### config.mk
export PLATFORM = sky130hd
export DESIGN_NAME = spi_byte_master
export DESIGN_NICKNAME = d
export VERILOG_FILES = /design/src/rtl/spi_mst_pkg.sv /design/src/rtl/spi_half_timer.sv /design/src/rtl/spi_shift_core.sv /design/src/rtl/spi_byte_master.sv
export SDC_FILE = /design/constraint.sdc
export NUM_CORES = 1
export LEC_CHECK = 0
export ABC_AREA = 1
export BUFFER_PORTS_ARGS = -buffer_cell sky130_fd_sc_hd__clkbuf_2
export CAP_MARGIN = 25
export CORE_MARGIN = 5
export CORE_UTILIZATION = 55
export DETAILED_ROUTE_END_ITERATION = 7
export MAX_ROUTING_LAYER = met4
export PLACE_DENSITY = 0.76
export SETUP_SLACK_MARGIN = 0.4
export SLEW_MARGIN = 20
export SYNTH_ARGS = -nofsm -noshare
export SYNTH_HDL_FRONTEND = slang
export SYNTH_SLANG_ARGS = --single-unit
### constraint.sdc
create_clock -name clk -period 4.1 [get_ports clk]
set_input_delay 0.41 -clock clk [delete_from_list [all_inputs] [get_ports clk]]
set_output_delay 0.41 -clock clk [all_outputs]
set_load 0.01 [all_outputs]
### src/rtl/spi_mst_pkg.sv
package spi_mst_pkg;
  typedef enum logic [1:0] {
    SRC_DIV_A = 2'd0,
    SRC_DIV_B = 2'd1,
    SRC_DIV_C = 2'd2,
    SRC_TICK  = 2'd3
  } sck_src_e;
endpackage

### src/rtl/spi_half_timer.sv
// Produces one pulse per SCK half period from the divider or the tick input.
module spi_half_timer
  import spi_mst_pkg::*;
#(
  parameter int DIV_A = 4,
  parameter int DIV_B = 16,
  parameter int DIV_C = 64
) (
  input  logic       clk,
  input  logic       rst_n,
  input  logic       start,
  input  logic       run,
  input  logic [1:0] src,
  input  logic       tick_in,
  output logic       half_tick
);
  localparam int MAXH = DIV_C / 2;
  localparam int CW   = $clog2(MAXH + 1);

  logic [CW-1:0] cnt_q, cnt_d, lim;
  logic          align_q, align_d;

  always_comb begin
    case (src)
      SRC_DIV_A: lim = CW'(DIV_A / 2 - 1);
      SRC_DIV_B: lim = CW'(DIV_B / 2 - 1);
      default:   lim = CW'(DIV_C / 2 - 1);
    endcase
  end

  always_comb begin
    cnt_d     = cnt_q;
    align_d   = align_q;
    half_tick = 1'b0;
    if (start) begin
      cnt_d   = '0;
      align_d = (src == SRC_TICK);
    end else if (!run) begin
      cnt_d   = '0;
      align_d = 1'b0;
    end else if (src == SRC_TICK) begin
      if (tick_in) begin
        if (align_q) align_d   = 1'b0;
        else         half_tick = 1'b1;
      end
    end else if (cnt_q == lim) begin
      cnt_d     = '0;
      half_tick = 1'b1;
    end else begin
      cnt_d = cnt_q + 1'b1;
    end
  end

  always_ff @(posedge clk or negedge rst_n) begin
    if (!rst_n) begin
      cnt_q   <= '0;
      align_q <= 1'b0;
    end else begin
      cnt_q   <= cnt_d;
      align_q <= align_d;
    end
  end
endmodule

### src/rtl/spi_shift_core.sv
// Half-period sequencer, transmit and receive shifters, registered SCK.
module spi_shift_core #(
  parameter int W = 8
) (
  input  logic         clk,
  input  logic         rst_n,
  input  logic         en,
  input  logic         start,
  input  logic [W-1:0] load_word,
  input  logic         half_tick,
  input  logic         cpol,
  input  logic         cke,
  input  logic         smp,
  input  logic         sdi,
  output logic         busy,
  output logic         done,
  output logic [W-1:0] rx_word,
  output logic         sdo,
  output logic         sck
);
  localparam int HALVES = 2 * W;
  localparam int PHW    = $clog2(HALVES + 2);

  logic           busy_q, busy_d;
  logic [PHW-1:0] ph_q, ph_d, nxt, last, lo, hi;
  logic [W-1:0]   tx_q, tx_d, rx_q, rx_d;
  logic           sck_q, sck_d;
  logic           off, adv, samp, shft;

  // cke=0 moves every bit window one half period later
  assign off  = ~cke;
  assign nxt  = ph_q + 1'b1;
  assign last = PHW'(HALVES) + PHW'(off);
  assign lo   = PHW'(off) + PHW'(smp);
  assign hi   = PHW'(HALVES - 1) + lo;
  assign adv  = en & busy_q & half_tick;
  assign samp = adv & (nxt[0] ^ off ^ smp) & (nxt > lo) & (nxt <= hi);
  assign shft = adv & ~(nxt[0] ^ off) & (nxt >= PHW'(2) + PHW'(off))
              & (nxt <= PHW'(HALVES - 2) + PHW'(off));
  assign done = adv & (nxt == last);

  always_comb begin
    busy_d = busy_q;
    ph_d   = ph_q;
    tx_d   = tx_q;
    rx_d   = rx_q;
    if (!en) begin
      busy_d = 1'b0;
      ph_d   = '0;
    end else if (start) begin
      busy_d = 1'b1;
      ph_d   = '0;
      tx_d   = load_word;
      rx_d   = '0;
    end else if (adv) begin
      ph_d = nxt;
      if (done) busy_d = 1'b0;
      if (shft) tx_d = {tx_q[W-2:0], 1'b0};
      if (samp) rx_d = {rx_q[W-2:0], sdi};
    end
    sck_d = cpol ^ (busy_d & ph_d[0] & (ph_d < PHW'(HALVES)));
  end

  always_ff @(posedge clk or negedge rst_n) begin
    if (!rst_n) begin
      busy_q <= 1'b0;
      ph_q   <= '0;
      tx_q   <= '0;
      rx_q   <= '0;
      sck_q  <= 1'b0;
    end else begin
      busy_q <= busy_d;
      ph_q   <= ph_d;
      tx_q   <= tx_d;
      rx_q   <= rx_d;
      sck_q  <= sck_d;
    end
  end

  assign busy    = busy_q;
  assign rx_word = rx_d;
  assign sdo     = tx_q[W-1];
  assign sck     = sck_q;
endmodule

### src/rtl/spi_byte_master.sv
module spi_byte_master #(
  parameter int W     = 8,
  parameter int DIV_A = 4,
  parameter int DIV_B = 16,
  parameter int DIV_C = 64
) (
  input  logic         clk,
  input  logic         rst_n,
  input  logic         en,
  input  logic         cpol,
  input  logic         cke,
  input  logic         smp,
  input  logic [1:0]   sck_src,
  input  logic         tmr_tick,
  input  logic         wr_en,
  input  logic [W-1:0] wr_data,
  input  logic         rd_en,
  input  logic         wcol_clr,
  output logic [W-1:0] rx_data,
  output logic         buf_full,
  output logic         wcol,
  output logic         busy,
  output logic         sck,
  output logic         sdo,
  input  logic         sdi
);
  logic         core_busy, accept, half_tick, xfer_done;
  logic [W-1:0] rx_word, rxb_q, rxb_d;
  logic         full_q, full_d, wcol_q, wcol_d;

  assign accept = en & wr_en & ~core_busy;

  spi_half_timer #(.DIV_A(DIV_A), .DIV_B(DIV_B), .DIV_C(DIV_C)) u_timer (
    .clk(clk), .rst_n(rst_n), .start(accept), .run(core_busy),
    .src(sck_src), .tick_in(tmr_tick), .half_tick(half_tick)
  );

  spi_shift_core #(.W(W)) u_core (
    .clk(clk), .rst_n(rst_n), .en(en), .start(accept), .load_word(wr_data),
    .half_tick(half_tick), .cpol(cpol), .cke(cke), .smp(smp), .sdi(sdi),
    .busy(core_busy), .done(xfer_done), .rx_word(rx_word), .sdo(sdo), .sck(sck)
  );

  always_comb begin
    rxb_d  = rxb_q;
    full_d = full_q;
    wcol_d = wcol_q;
    if (xfer_done) begin
      rxb_d  = rx_word;
      full_d = 1'b1;
    end else if (rd_en) begin
      full_d = 1'b0;
    end
    if (en && wr_en && core_busy) wcol_d = 1'b1;
    else if (wcol_clr)            wcol_d = 1'b0;
  end

  always_ff @(posedge clk or negedge rst_n) begin
    if (!rst_n) begin
      rxb_q  <= '0;
      full_q <= 1'b0;
      wcol_q <= 1'b0;
    end else begin
      rxb_q  <= rxb_d;
      full_q <= full_d;
      wcol_q <= wcol_d;
    end
  end

  assign rx_data  = rxb_q;
  assign buf_full = full_q;
  assign wcol     = wcol_q;
  assign busy     = core_busy;
endmodule

==> impl_metrics.json <==
{
  "grt_pass1_vias": 1870,
  "cp_data_required_time_ps": 4330,
  "ys_seq_area_share_pct": 42.1,
  "cts.clk_slew.worst_paths_ps": 80,
  "nets": 387,
  "coreArea_um2": 4090,
  "place_ws_ps": 1520,
  "seq_area_um2": 1000,
  "rsz0062_at_grt": "false",
  "mostFrequentLayoutCell": "nand2_1",
  "status": "finished, final reports clean",
  "drive_above_1_share_pct": 14.7,
  "fmax_mhz": 387,
  "worstRegToRegCells": 15,
  "ys_ff_latch": 40,
  "htree_levels": 2,
  "portBuffers": 33,
  "overflow": 0,
  "r2r_end": "rx_data[2]",
  "slew_violations": 0,
  "criticalPathCategory": "reg -> reg",
  "ant_nets": 0,
  "cp-start-kind": "flop",
  "fillers": 367,
  "place.detailed.hpwl_um": 3500,
  "groute.usage.overall_pct": 19.6,
  "vias": 2052,
  "wirelength_um": 4750,
  "synth_area_per_cell_um2": 7.47,
  "clk_latency_ps": 290,
  "via_per_inst": 5.09,
  "synthToLayoutAreaGrowth_pct": 13.0,
  "rrSetupSlack_ps": 1520,
  "grt_max_degree": 41,
  "irDropWorstVdd_v": 0.000207,
  "hold_violations": 0,
  "cts.path.max_buffers": 2,
  "fp-row-count": 23,
  "netlist_area_um2": 2370,
  "numCtsBuffers": 5,
  "slew_headroom_pct": 39.5,
  "synthCells": 318,
  "netlist-cell-type-count": 26,
  "die_w_um": 75.7,
  "yosys_warnings": 0,
  "cts-resized-gates": 0,
  "cp-end-kind": "flop",
  "antenna_found_initial": 0,
  "hold_buffers": 0,
  "layout_common_cells": "121 x nand2_1, 40 x dfrtp_1, 39 x inv_1, 35 x nand3_1, 33 x clkbuf_2",
  "crit_fanout": 9,
  "start_util_pct": 58.1,
  "multi_input_area_um2": 1190,
  "root_buffer": "clkbuf_8",
  "fin_ws_ps": 1520,
  "post_cts_buffers": 0,
  "antenna_cells": 0,
  "setup_viol_count_final": 0,
  "cts_tree": "done",
  "first_pass_iters": 5,
  "ios": 34,
  "reg2reg_from": "u_core.ph_q[0]",
  "power_density_nw_per_um2": 321,
  "remaining_drc_errors": 0,
  "min_path_type": "in -> async",
  "dr.first_iter.drc_count": 136,
  "tightest_slew_ps": 905,
  "min_period_ps": 2580,
  "grt_pass1_wl_um": 8270,
  "cts_sinks": 40,
  "die_y_um": 75.7,
  "die-area_um2": 5730,
  "p_leak_nw": 1.52,
  "post_drt_wl_per_cell_um": 11.8,
  "place_congestion": 0.871,
  "fin_crit_sh_pct": 63.0,
  "finClkSkew_ps": 4.63,
  "worstPathArrival_ps": 2810,
  "synthesis.nets": 352,
  "setup_tns_ps": 0,
  "cap_violations": 0
}
==> report_power, final <==
part           switching, mW  total [mW]  leakage [nW]  internal, mW
clock network          0.133       0.248        0.0400         0.115
registers             0.0238       0.455         0.541         0.431
logic                  0.101       0.160         0.937        0.0590
==> cell families after synthesis <==
family          after synthesis  share of synthesized area, %
simple gates                193                          35.7
buf+inv                      48                          7.85
compound gates               20                          6.01
fa+ha+maj                    13                          6.85
xor+xnor                      4                          1.48
flops                        40                          42.1
==> per-layer routing <==
metal / vias up / routed length, um / global-route usage (%) / part of all wire (%)
met5: - / 0 / - / 0
met4: 0 / 57 / 6.02 / 1.2
met3: 6 / 252 / 4.75 / 5.3
met2: 43 / 2130 / 29.4 / 45
met1: 913 / 2310 / 26.3 / 49
li1: 1090 / - / - / -
==> flip-flops by register name (all words and copies together), names as in the netlist <==
signal / cells
wcol: 1
u_core.ph_q: 5
u_core.sck: 1
u_timer.align_q: 1
u_core.rx_q: 8
u_timer.cnt_q: 6
buf_full: 1
rx_data: 8
u_core.busy: 1
u_core.tx_q: 8
==> stage by stage <==
stage | instance area [um2] | hold WS, ps | total power [mW] | std cells | utilization, %
2_1_floorplan | 2370 | 114 | 0.569 | 318 | -
4_1_cts | 2660 | 295 | 0.867 | 402 | 65.0
3_3_place_gp | 2570 | 462 | 0.615 | 395 | 63.0
6_report | 2680 | 137 | 0.862 | 403 | 65.6
5_1_grt | 2680 | 172 | 0.919 | 403 | 65.6
3_5_place_dp | 2570 | 464 | 0.619 | 395 | 63.0
==> final cells by class <==
| class | instances | area share, % |
|---|---|---|
| Tap cell | 50 | 2.33 |
| Clock inverter | 2 | 0.466 |
| Clock buffer | 5 | 2.57 |
| Inverter | 42 | 5.88 |
| Timing Repair Buffer | 34 | 7.18 |
| Multi-Input combinational cell | 230 | 44.3 |
| Sequential cell | 40 | 37.3 |
==> critical path, stage by stage (launching register included) <==
cell and delay [ps]:
dfrtp_1 500, ha_1 290, nand3_1 100, nand2_1 70
nand2_1 100, ha_1 310, nand2_1 70, nor2_1 130
nand2_1 110, a21oi_4 280, nand3_4 160, nand2_1 90
nand3_1 60, nand2_1 120, nand2_1 60, nand2_1 70
==> synth_stat cells <==
master / instances / area share [%]
nand2_1: 121 / 19
dfrtp_1: 40 / 42
inv_1: 39 / 6.2
nand3_1: 35 / 7.4
nor2_1: 17 / 2.7
ha_1: 13 / 6.8
nand4_1: 12 / 3.2
o21ai_0: 8 / 1.7
buf_2: 5 / 1.1
nand2_2: 4 / 1.1
a21oi_1: 3 / 0.63
o32ai_1: 3 / 1.1
a21oi_4: 2 / 1.4
inv_2: 2 / 0.32
xnor2_1: 2 / 0.74
xor2_1: 2 / 0.74
a21boi_0: 1 / 0.32
clkbuf_1: 1 / 0.16
clkinv_1: 1 / 0.16
nand3_2: 1 / 0.42
nand3_4: 1 / 0.74
nand4_4: 1 / 0.90
nor3_1: 1 / 0.21
o21bai_1: 1 / 0.32
o22ai_1: 1 / 0.26
o31ai_1: 1 / 0.32
==> how the worst max path moves through the flow <==
stage,start,to,slack [ps],cells after the start
floorplan,u_core.ph_q[0],rx_data[7],1860,15
global placement,u_core.ph_q[0],rx_data[1],1650,15
detailed placement,u_core.ph_q[0],rx_data[2],1520,15
CTS,u_core.ph_q[0],rx_data[2],1510,15
global route,u_core.ph_q[0],rx_data[2],1150,15
finish,u_core.ph_q[0],rx_data[2],1520,15
Power figures use the tool's default switching activity.
